### config.mk
export PLATFORM = sky130hd
export DESIGN_NAME = ext_irq_ctrl_reg
export DESIGN_NICKNAME = d
export VERILOG_FILES = /design/src/rtl/ext_irq_pkg.sv /design/src/rtl/irq_pin_sync.sv /design/src/rtl/irq_edge_pend.sv /design/src/rtl/isr_ctx_capture.sv /design/src/rtl/ext_irq_ctrl_reg.sv
export SDC_FILE = /design/constraint.sdc
export NUM_CORES = 1
export LEC_CHECK = 0
export BUFFER_PORTS_ARGS = -buffer_cell sky130_fd_sc_hd__buf_2
export CORE_ASPECT_RATIO = 0.75
export CORE_MARGIN = 2
export CORE_UTILIZATION = 38
export CTS_CLUSTER_SIZE = 40
export DETAILED_ROUTE_END_ITERATION = 12
export PLACE_DENSITY_LB_ADDON = 0.3
export RECOVER_POWER = 25
export SKIP_LAST_GASP = 1
export SLEW_MARGIN = 25
export SYNTH_ARGS = -nofsm -noshare
export SYNTH_HDL_FRONTEND = slang
export SYNTH_HIERARCHICAL = 1
export SYNTH_SLANG_ARGS = --single-unit
### constraint.sdc
create_clock -name clk -period 1 [get_ports clk]
set_clock_uncertainty 0.1 [all_clocks]
set_input_delay 0.1 -clock clk [delete_from_list [all_inputs] [get_ports clk]]
set_output_delay 0.1 -clock clk [all_outputs]
set_load 0.01 [all_outputs]
### src/rtl/ext_irq_pkg.sv
// Package: shared widths and bit positions of the interrupt control register.
// Assumes a 16-bit register; positions are fixed because software decodes them.
package ext_irq_pkg;
    localparam int REG_W   = 16;
    localparam int LVL_W   = 2;
    localparam int VEC_W   = 7;
    localparam int LVL_LSB = 13;
    localparam int LVL_MSB = LVL_LSB + LVL_W - 1;
    localparam int VEC_LSB = 6;
    localparam int VEC_MSB = VEC_LSB + VEC_W - 1;
    localparam int DIS_BIT = 5;
    localparam int RSV_BIT = 4;
    localparam int PB_BIT  = 3;
    localparam int PA_BIT  = 2;
    localparam int MODE_BIT = 1;
    localparam int NUM_PINS = 2;
    localparam int IDX_A    = 0;
    localparam int IDX_B    = 1;
endpackage

### src/rtl/irq_pin_sync.sv
// Module: multi-stage synchronizer for asynchronous active-low pins.
// Assumes pins idle high, so every stage resets to 1 (no request).
module irq_pin_sync #(
    parameter int WIDTH  = 2,
    parameter int STAGES = 2
) (
    input  logic             clk,
    input  logic             rst_n,
    input  logic [WIDTH-1:0] pin_raw,
    output logic [WIDTH-1:0] pin_sync
);
    localparam int LAST = STAGES - 1;

    for (genvar g = 0; g < WIDTH; g++) begin : g_pin
        logic [STAGES-1:0] chain;
        // Shift the raw pin level through the synchronizer chain.
        always_ff @(posedge clk) begin
            if (!rst_n) chain <= '1;
            else        chain <= {chain[STAGES-2:0], pin_raw[g]};
        end
        assign pin_sync[g] = chain[LAST];
    end
endmodule

### src/rtl/irq_edge_pend.sv
// Module: falling-edge detector with a pending flag for one synchronized pin.
// Assumes lvl_n is already synchronized. A write clear wins over a new edge,
// a new edge wins over an acknowledge so that no edge is lost.
module irq_edge_pend (
    input  logic clk,
    input  logic rst_n,
    input  logic lvl_n,
    input  logic edge_en,
    input  logic ack,
    input  logic clr,
    output logic pend
);
    logic prev_q;
    logic fall;

    // Remember the previous synchronized level for edge comparison.
    always_ff @(posedge clk) begin
        if (!rst_n) prev_q <= 1'b1;
        else        prev_q <= lvl_n;
    end

    assign fall = prev_q & ~lvl_n & edge_en;

    // Hold the pending flag until cleared by write or acknowledged by entry.
    always_ff @(posedge clk) begin
        if (!rst_n)    pend <= 1'b0;
        else if (clr)  pend <= 1'b0;
        else if (fall) pend <= 1'b1;
        else if (ack)  pend <= 1'b0;
    end
endmodule

### src/rtl/isr_ctx_capture.sv
// Module: captures priority level and vector on service-routine entry.
// Assumes the entry strobe is a single-cycle pulse; nested entries overwrite.
module isr_ctx_capture #(
    parameter int LVL_W = 2,
    parameter int VEC_W = 7
) (
    input  logic             clk,
    input  logic             rst_n,
    input  logic             enter,
    input  logic [LVL_W-1:0] lvl_in,
    input  logic [VEC_W-1:0] vec_in,
    output logic [LVL_W-1:0] lvl_q,
    output logic [VEC_W-1:0] vec_q
);
    // Load the context fields only on an entry strobe.
    always_ff @(posedge clk) begin
        if (!rst_n) begin
            lvl_q <= '0;
            vec_q <= '0;
        end else if (enter) begin
            lvl_q <= lvl_in;
            vec_q <= vec_in;
        end
    end
endmodule

### src/rtl/ext_irq_ctrl_reg.sv
// Module: external interrupt control and capture register (top).
// Conditions two active-low pins into requests, records entry context and
// presents every field on a combinational read port. Assumes a single clock.
module ext_irq_ctrl_reg
    import ext_irq_pkg::*;
#(
    parameter int SYNC_STAGES = 2
) (
    input  logic             clk,
    input  logic             rst_n,
    input  logic             reg_wr_en,
    input  logic [REG_W-1:0] reg_wdata,
    output logic [REG_W-1:0] reg_rdata,
    input  logic             pin_a_n,
    input  logic             pin_b_n,
    input  logic             low_power_mode,
    input  logic             isr_enter,
    input  logic [LVL_W-1:0] isr_level,
    input  logic [VEC_W-1:0] isr_vector,
    output logic             irq_disable,
    output logic             req_a,
    output logic             req_b
);
    logic [NUM_PINS-1:0] pin_sync;
    logic                dis_q;
    logic                mode_q;
    logic                edge_live;
    logic                pend_b;
    logic                mode_clr;
    logic [LVL_W-1:0]    lvl_q;
    logic [VEC_W-1:0]    vec_q;

    irq_pin_sync #(.WIDTH(NUM_PINS), .STAGES(SYNC_STAGES)) u_sync (
        .clk      (clk),
        .rst_n    (rst_n),
        .pin_raw  ({pin_b_n, pin_a_n}),
        .pin_sync (pin_sync)
    );

    // Writable control bits: global disable and pin B mode.
    always_ff @(posedge clk) begin
        if (!rst_n) begin
            dis_q  <= 1'b0;
            mode_q <= 1'b0;
        end else if (reg_wr_en) begin
            dis_q  <= reg_wdata[DIS_BIT];
            mode_q <= reg_wdata[MODE_BIT];
        end
    end

    assign edge_live = mode_q & ~low_power_mode;
    assign mode_clr  = reg_wr_en & ~reg_wdata[MODE_BIT];

    irq_edge_pend u_edge_b (
        .clk     (clk),
        .rst_n   (rst_n),
        .lvl_n   (pin_sync[IDX_B]),
        .edge_en (edge_live),
        .ack     (isr_enter),
        .clr     (mode_clr),
        .pend    (pend_b)
    );

    isr_ctx_capture #(.LVL_W(LVL_W), .VEC_W(VEC_W)) u_ctx (
        .clk    (clk),
        .rst_n  (rst_n),
        .enter  (isr_enter),
        .lvl_in (isr_level),
        .vec_in (isr_vector),
        .lvl_q  (lvl_q),
        .vec_q  (vec_q)
    );

    // Gate the conditioned requests with the global disable.
    always_comb begin
        req_a = ~dis_q & ~pin_sync[IDX_A];
        req_b = ~dis_q & (edge_live ? pend_b : ~pin_sync[IDX_B]);
    end

    assign irq_disable = dis_q;

    // Assemble the read view of every field.
    always_comb begin
        reg_rdata                   = '0;
        reg_rdata[LVL_MSB:LVL_LSB]  = lvl_q;
        reg_rdata[VEC_MSB:VEC_LSB]  = vec_q;
        reg_rdata[DIS_BIT]          = dis_q;
        reg_rdata[RSV_BIT]          = 1'b1;
        reg_rdata[PB_BIT]           = pin_sync[IDX_B];
        reg_rdata[PA_BIT]           = pin_sync[IDX_A];
        reg_rdata[MODE_BIT]         = mode_q;
    end
endmodule

## Yosys cells after proc, flatten, opt, wreduce, memory -nomap -nowiden

Index checks and enable logic that the tools add are counted.

- Mux-type cells: 3
- Bitwise logic cells: 12
- Reductions and logical operators: 2

Operators by type and width:

| kind | count |
|---|---|
| 1-bit bitwise AND | 6 |
| 1-bit inverter | 6 |
| 1-bit 2-to-1 mux | 3 |
| 2-bit nonzero test | 1 |
| 2-bit OR reduction | 1 |

- Flip-flop bits (word level): 17
- Output and inout bits: 19
- Logic and storage cells: 25

## Depth between registers and ports, before layout

- Depth after elaboration: 4
- Mapped depth: 3
- Gate-level depth less buffers: 3

## Cells and area by module

Netlist, hierarchy kept.

Modules (own cells, without submodules):

| module | instances | cells each | area an instance (um2) |
|---|---|---|---|
| isr_ctx_capture | 1 | 28 | 337.8 |
| ext_irq_ctrl_reg | 1 | 18 | 165.2 |
| irq_pin_sync | 1 | 10 | 120.1 |
| irq_edge_pend | 1 | 7 | 77.6 |

## Worst setup path before layout

No wires, ideal clock.

- Kind: register to output
- From: register u_sync.g_pin[1].chain[1]
- To: output port req_b
- Arrival time: 704 ps
- Data required time: 800 ps
- Path slack: 96 ps
- Cell stages (with the launch flop): 3
- Path buffers: 1
- Cell sequence: dfxtp_1 buf_4 o31ai_2

- Word-level cells in the longest chain between the ends: 3

RTL lines:

| what | RTL line | text |
|---|---|---|
| start: declaration | irq_pin_sync.sv:15 | `logic [STAGES-1:0] chain;` |
| start signal: assignment | irq_pin_sync.sv:19 | `else chain <= {chain[STAGES-2:0], pin_raw[g]};` |
| 1-bit inverter | ext_irq_ctrl_reg.sv:77 | `req_b = ~dis_q & (edge_live ? pend_b : ~pin_sync[IDX_B]);` |
| 1-bit 2-to-1 mux | ext_irq_ctrl_reg.sv:77 |  |
| 1-bit bitwise AND | ext_irq_ctrl_reg.sv:77 |  |
| end: declaration | ext_irq_ctrl_reg.sv:22 | `output logic req_b` |

Every way passes these cells.

## Final worst setup path

- From: register dis_q (netlist: irq_disable)
- To: output port req_b

- Word-level cells in the longest chain between the ends: 2

RTL lines:

| what | RTL line | text |
|---|---|---|
| start: declaration | ext_irq_ctrl_reg.sv:25 | `logic dis_q;` |
| start signal: assignment | ext_irq_ctrl_reg.sv:46 | `dis_q <= reg_wdata[DIS_BIT];` |
| 1-bit inverter | ext_irq_ctrl_reg.sv:77 |  |
| 1-bit bitwise AND | ext_irq_ctrl_reg.sv:77 |  |

Every way passes these cells.

==> run summary <==
DR WL/cell: 10.4 µm
Crit-path cells: nand4bb_1 > o31ai_2 > buf_2
Sw power: 0.000313 W
Synthesized area per cell: 11.1 µm²
P_leak: 0.505 nW
Post-synthesis compound-gate area fraction: 3.04%
Fin cells: 131
Vias in the first global route: 486
Layout cells sized above 1: 45.9%
Routed Antenna Nets: 0
Crit-path max cell delay: 0.38 ns
FF-to-FF End: u_edge_b/pend$_SDFFE_PP0P_
Chip width: 53.6 µm
Gp weighted congestion: 0.613
Outcome: complete, but fails checks
Post-Synth XOR/XNOR Area: 0%
Reg2reg start: mode_q$_SDFFE_PN0P_
Largest family of logic cells by synthesized area: simple AND/OR/NAND/NOR gates
CP Capture Type: output pin
Port buffer count: 33
N_diodes: 0
CP Launch Type: flip-flop
Int Power: 0.00101 W
Mux cell area share after synthesis: 15.7%
TritonCTS Buffers: 3
Largest net degree at the start of global routing: 11
Flops & latches, synth: 17
Syn. warnings: 6
Core area: 1740 µm²
Placed Instance Area: 848 µm²
RSZ-0062 raised after global routing: yes
Post-Synth Adder-Cell Area: 0%
Worst endpoint required time: 0.80 ns
TritonCTS clock tree: yes
Full die area: 2210 µm²
Dpl cells: 113
Post-synth cell types: 14
Vias per std cell: 4.12
Sequential-to-total area share from yosys stat: 48.6%
Final setup violation count: 3
Aggregate global-route resource usage: 14.7%
Clock Tree Buf Depth: 2
Max-Cap Viols: 0
Worst r2r path cells: 3
CP max FO: 5
Worst reg2reg setup slack: 0.12 ns
Initial antenna violation count: 0
Chip height: 41.2 µm
CP endpoint: req_b
Post-DP HPWL: 904 µm
Post-layout worst setup margin: -0.285 ns
Clock Tree Root: clkbuf_4
1st-pass router iterations: 2
Most frequent cells in the layout: buf_2 (28), dlygate4sd3_1 (13), nor2b_1 (12)
Most common cell after layout, fill and taps aside: buf_2
Sequential group share of total power: 55.4%
CP startpoint: irq_disable$_SDFFE_PN0P_
Final wirelength: 1360 µm
Worst path slowest cell: dfxtp_4
First-pass GRT wire length: 2130 µm
Initial DRC count: 6
H-tree Lvls: 1
Multi-input logic area: 300 µm²
DR vias: 540
Min Tclk post-route: 1.29 ns
Crit Path Category: flip-flop to output pin
Netlist Area Pre-Place: 701 µm²
Fin crit share: 129%
Switch share: 23.6%
Remaining routing DRC violations: 0
Mapped Cells: 63
Final Util: 60.9%
Peak Freq: 778 MHz
Number of fill cells: 156
Final hold vios: 0
Gate power share: 17.8%
Num ports: 51
Nets: 142
Area delta synth->final: 51.3%
Synth Area in Simple Gates: 22.5%
CTS Sinks: 17
Clock Power Share: 26.8%
Design Area, Final: 1060 µm²
Skew-Pair Late Insertion Delay: 0.28 ns
Post-Route Setup TNS: -0.524 ns
Violated checks: setup timing
GR Overflow Total: 0
Reg area: 353 µm²
Worst hold-check path type: input pin to flip-flop
Arr. time, crit path: 1.09 ns
FP Rows: 13
PD cells: 1250 nW/µm²
Starting Density: 40.3%
Final Max Slew Viols: 0
Clock-pin slew on the worst setup and hold paths: 0.09 ns
Maximum VDD drop: 0.00100 V
timing repair:
item	in CTS	in global routing
endpoints found under the hold margin	13	0
setup endpoints to repair	6	11
gates resized for setup	3	12
cloned	0	0
pin swaps	0	1
setup buffers	1	0
hold buffers	13	0
layer usage:
| layer | vias to the layer above | track usage, % | part of all wire (%) |
|---|---|---|---|
| met1 | 232 | 16.4 | 44 |
| met3 | 0 | 6.57 | 5.8 |
| li1 | 288 | - | - |
| met2 | 20 | 25.9 | 50 |
| met5 | - | 0 | 0 |
| met4 | 0 | 3.85 | 0 |
power groups by stage:
stage          sequential [W]  combinational (W)  clock, W
2_1_floorplan        0.000755           0.000104         0
3_3_place_gp         0.000745           0.000178         0
3_5_place_dp         0.000746           0.000181         0
4_1_cts              0.000731           0.000228  0.000377
5_1_grt              0.000741           0.000263  0.000416
6_report             0.000735           0.000237  0.000356
worst min-delay path by stage:
stage	start	to	slack, ns	cells after the start
6_report	isr_vector[3]	u_ctx/vec_q[3]$_SDFFE_PN0P_	0.002	3
5_1_grt	rst_n	u_ctx/vec_q[5]$_SDFFE_PN0P_	0.03	2
4_1_cts	isr_vector[3]	u_ctx/vec_q[3]$_SDFFE_PN0P_	0.001	3
3_5_place_dp	pin_a_n	u_sync/g_pin[0].chain[0]$_SDFF_PN1_	0.18	2
3_3_place_gp	pin_a_n	u_sync/g_pin[0].chain[0]$_SDFF_PN1_	0.18	2
2_1_floorplan	rst_n	u_sync/g_pin[0].chain[1]$_SDFF_PN1_	0.07	1
synthesized netlist by cell type, drive strengths merged:
master	instances	area, µm²
dfxtp	17	340
nand3b	1	7.51
conb	2	7.51
a21oi	1	8.76
nor2	1	3.75
nor2b	13	88.8
buf	8	63.8
mux2i	11	110
nand2b	5	31.3
nand4bb	1	11.3
o31ai	1	12.5
or2b	2	15.0
through the flow:
step	power [W]	setup slack (ns)	hold WS [ns]
after global routing	0.00142	-0.338	0.0282
after CTS	0.00134	-0.279	0.00123
after global placement	0.000922	0.0428	0.180
final	0.00133	-0.285	0.00226
after floorplan	0.000859	0.0959	0.0730
after detailed placement	0.000927	0.0231	0.183
state kept, by name (all words and copies together), names as in the netlist:
register,count
u_ctx/vec_q,7
mode_q,1
u_edge_b/prev_q,1
u_ctx/lvl_q,2
u_sync/g_pin.chain,4
u_edge_b/pend,1
irq_disable,1
cell families after synthesis:
family | after synthesis
flip-flops | 17
AND/OR/NAND/NOR | 23
buffers and inverters | 8
AO/OA/AOI/OAI | 2
other | 2
multiplexers | 11
worst max-delay path, delay by kind of cell, from the launching register on:
| family | cells | cell delay (ns) |
|---|---|---|
| flops | 1 | 0.38 |
| compound gates | 1 | 0.07 |
| buf+inv | 1 | 0.16 |
| simple gates | 1 | 0.19 |
area by class of cell:
type	instances	area share, %
Sequential cell	17	33.3
Tap cell	22	2.60
Clock buffer	4	2.48
Timing Repair Buffer	49	33.3
Multi-Input combinational cell	39	28.3
Power figures use the tool's default switching activity.
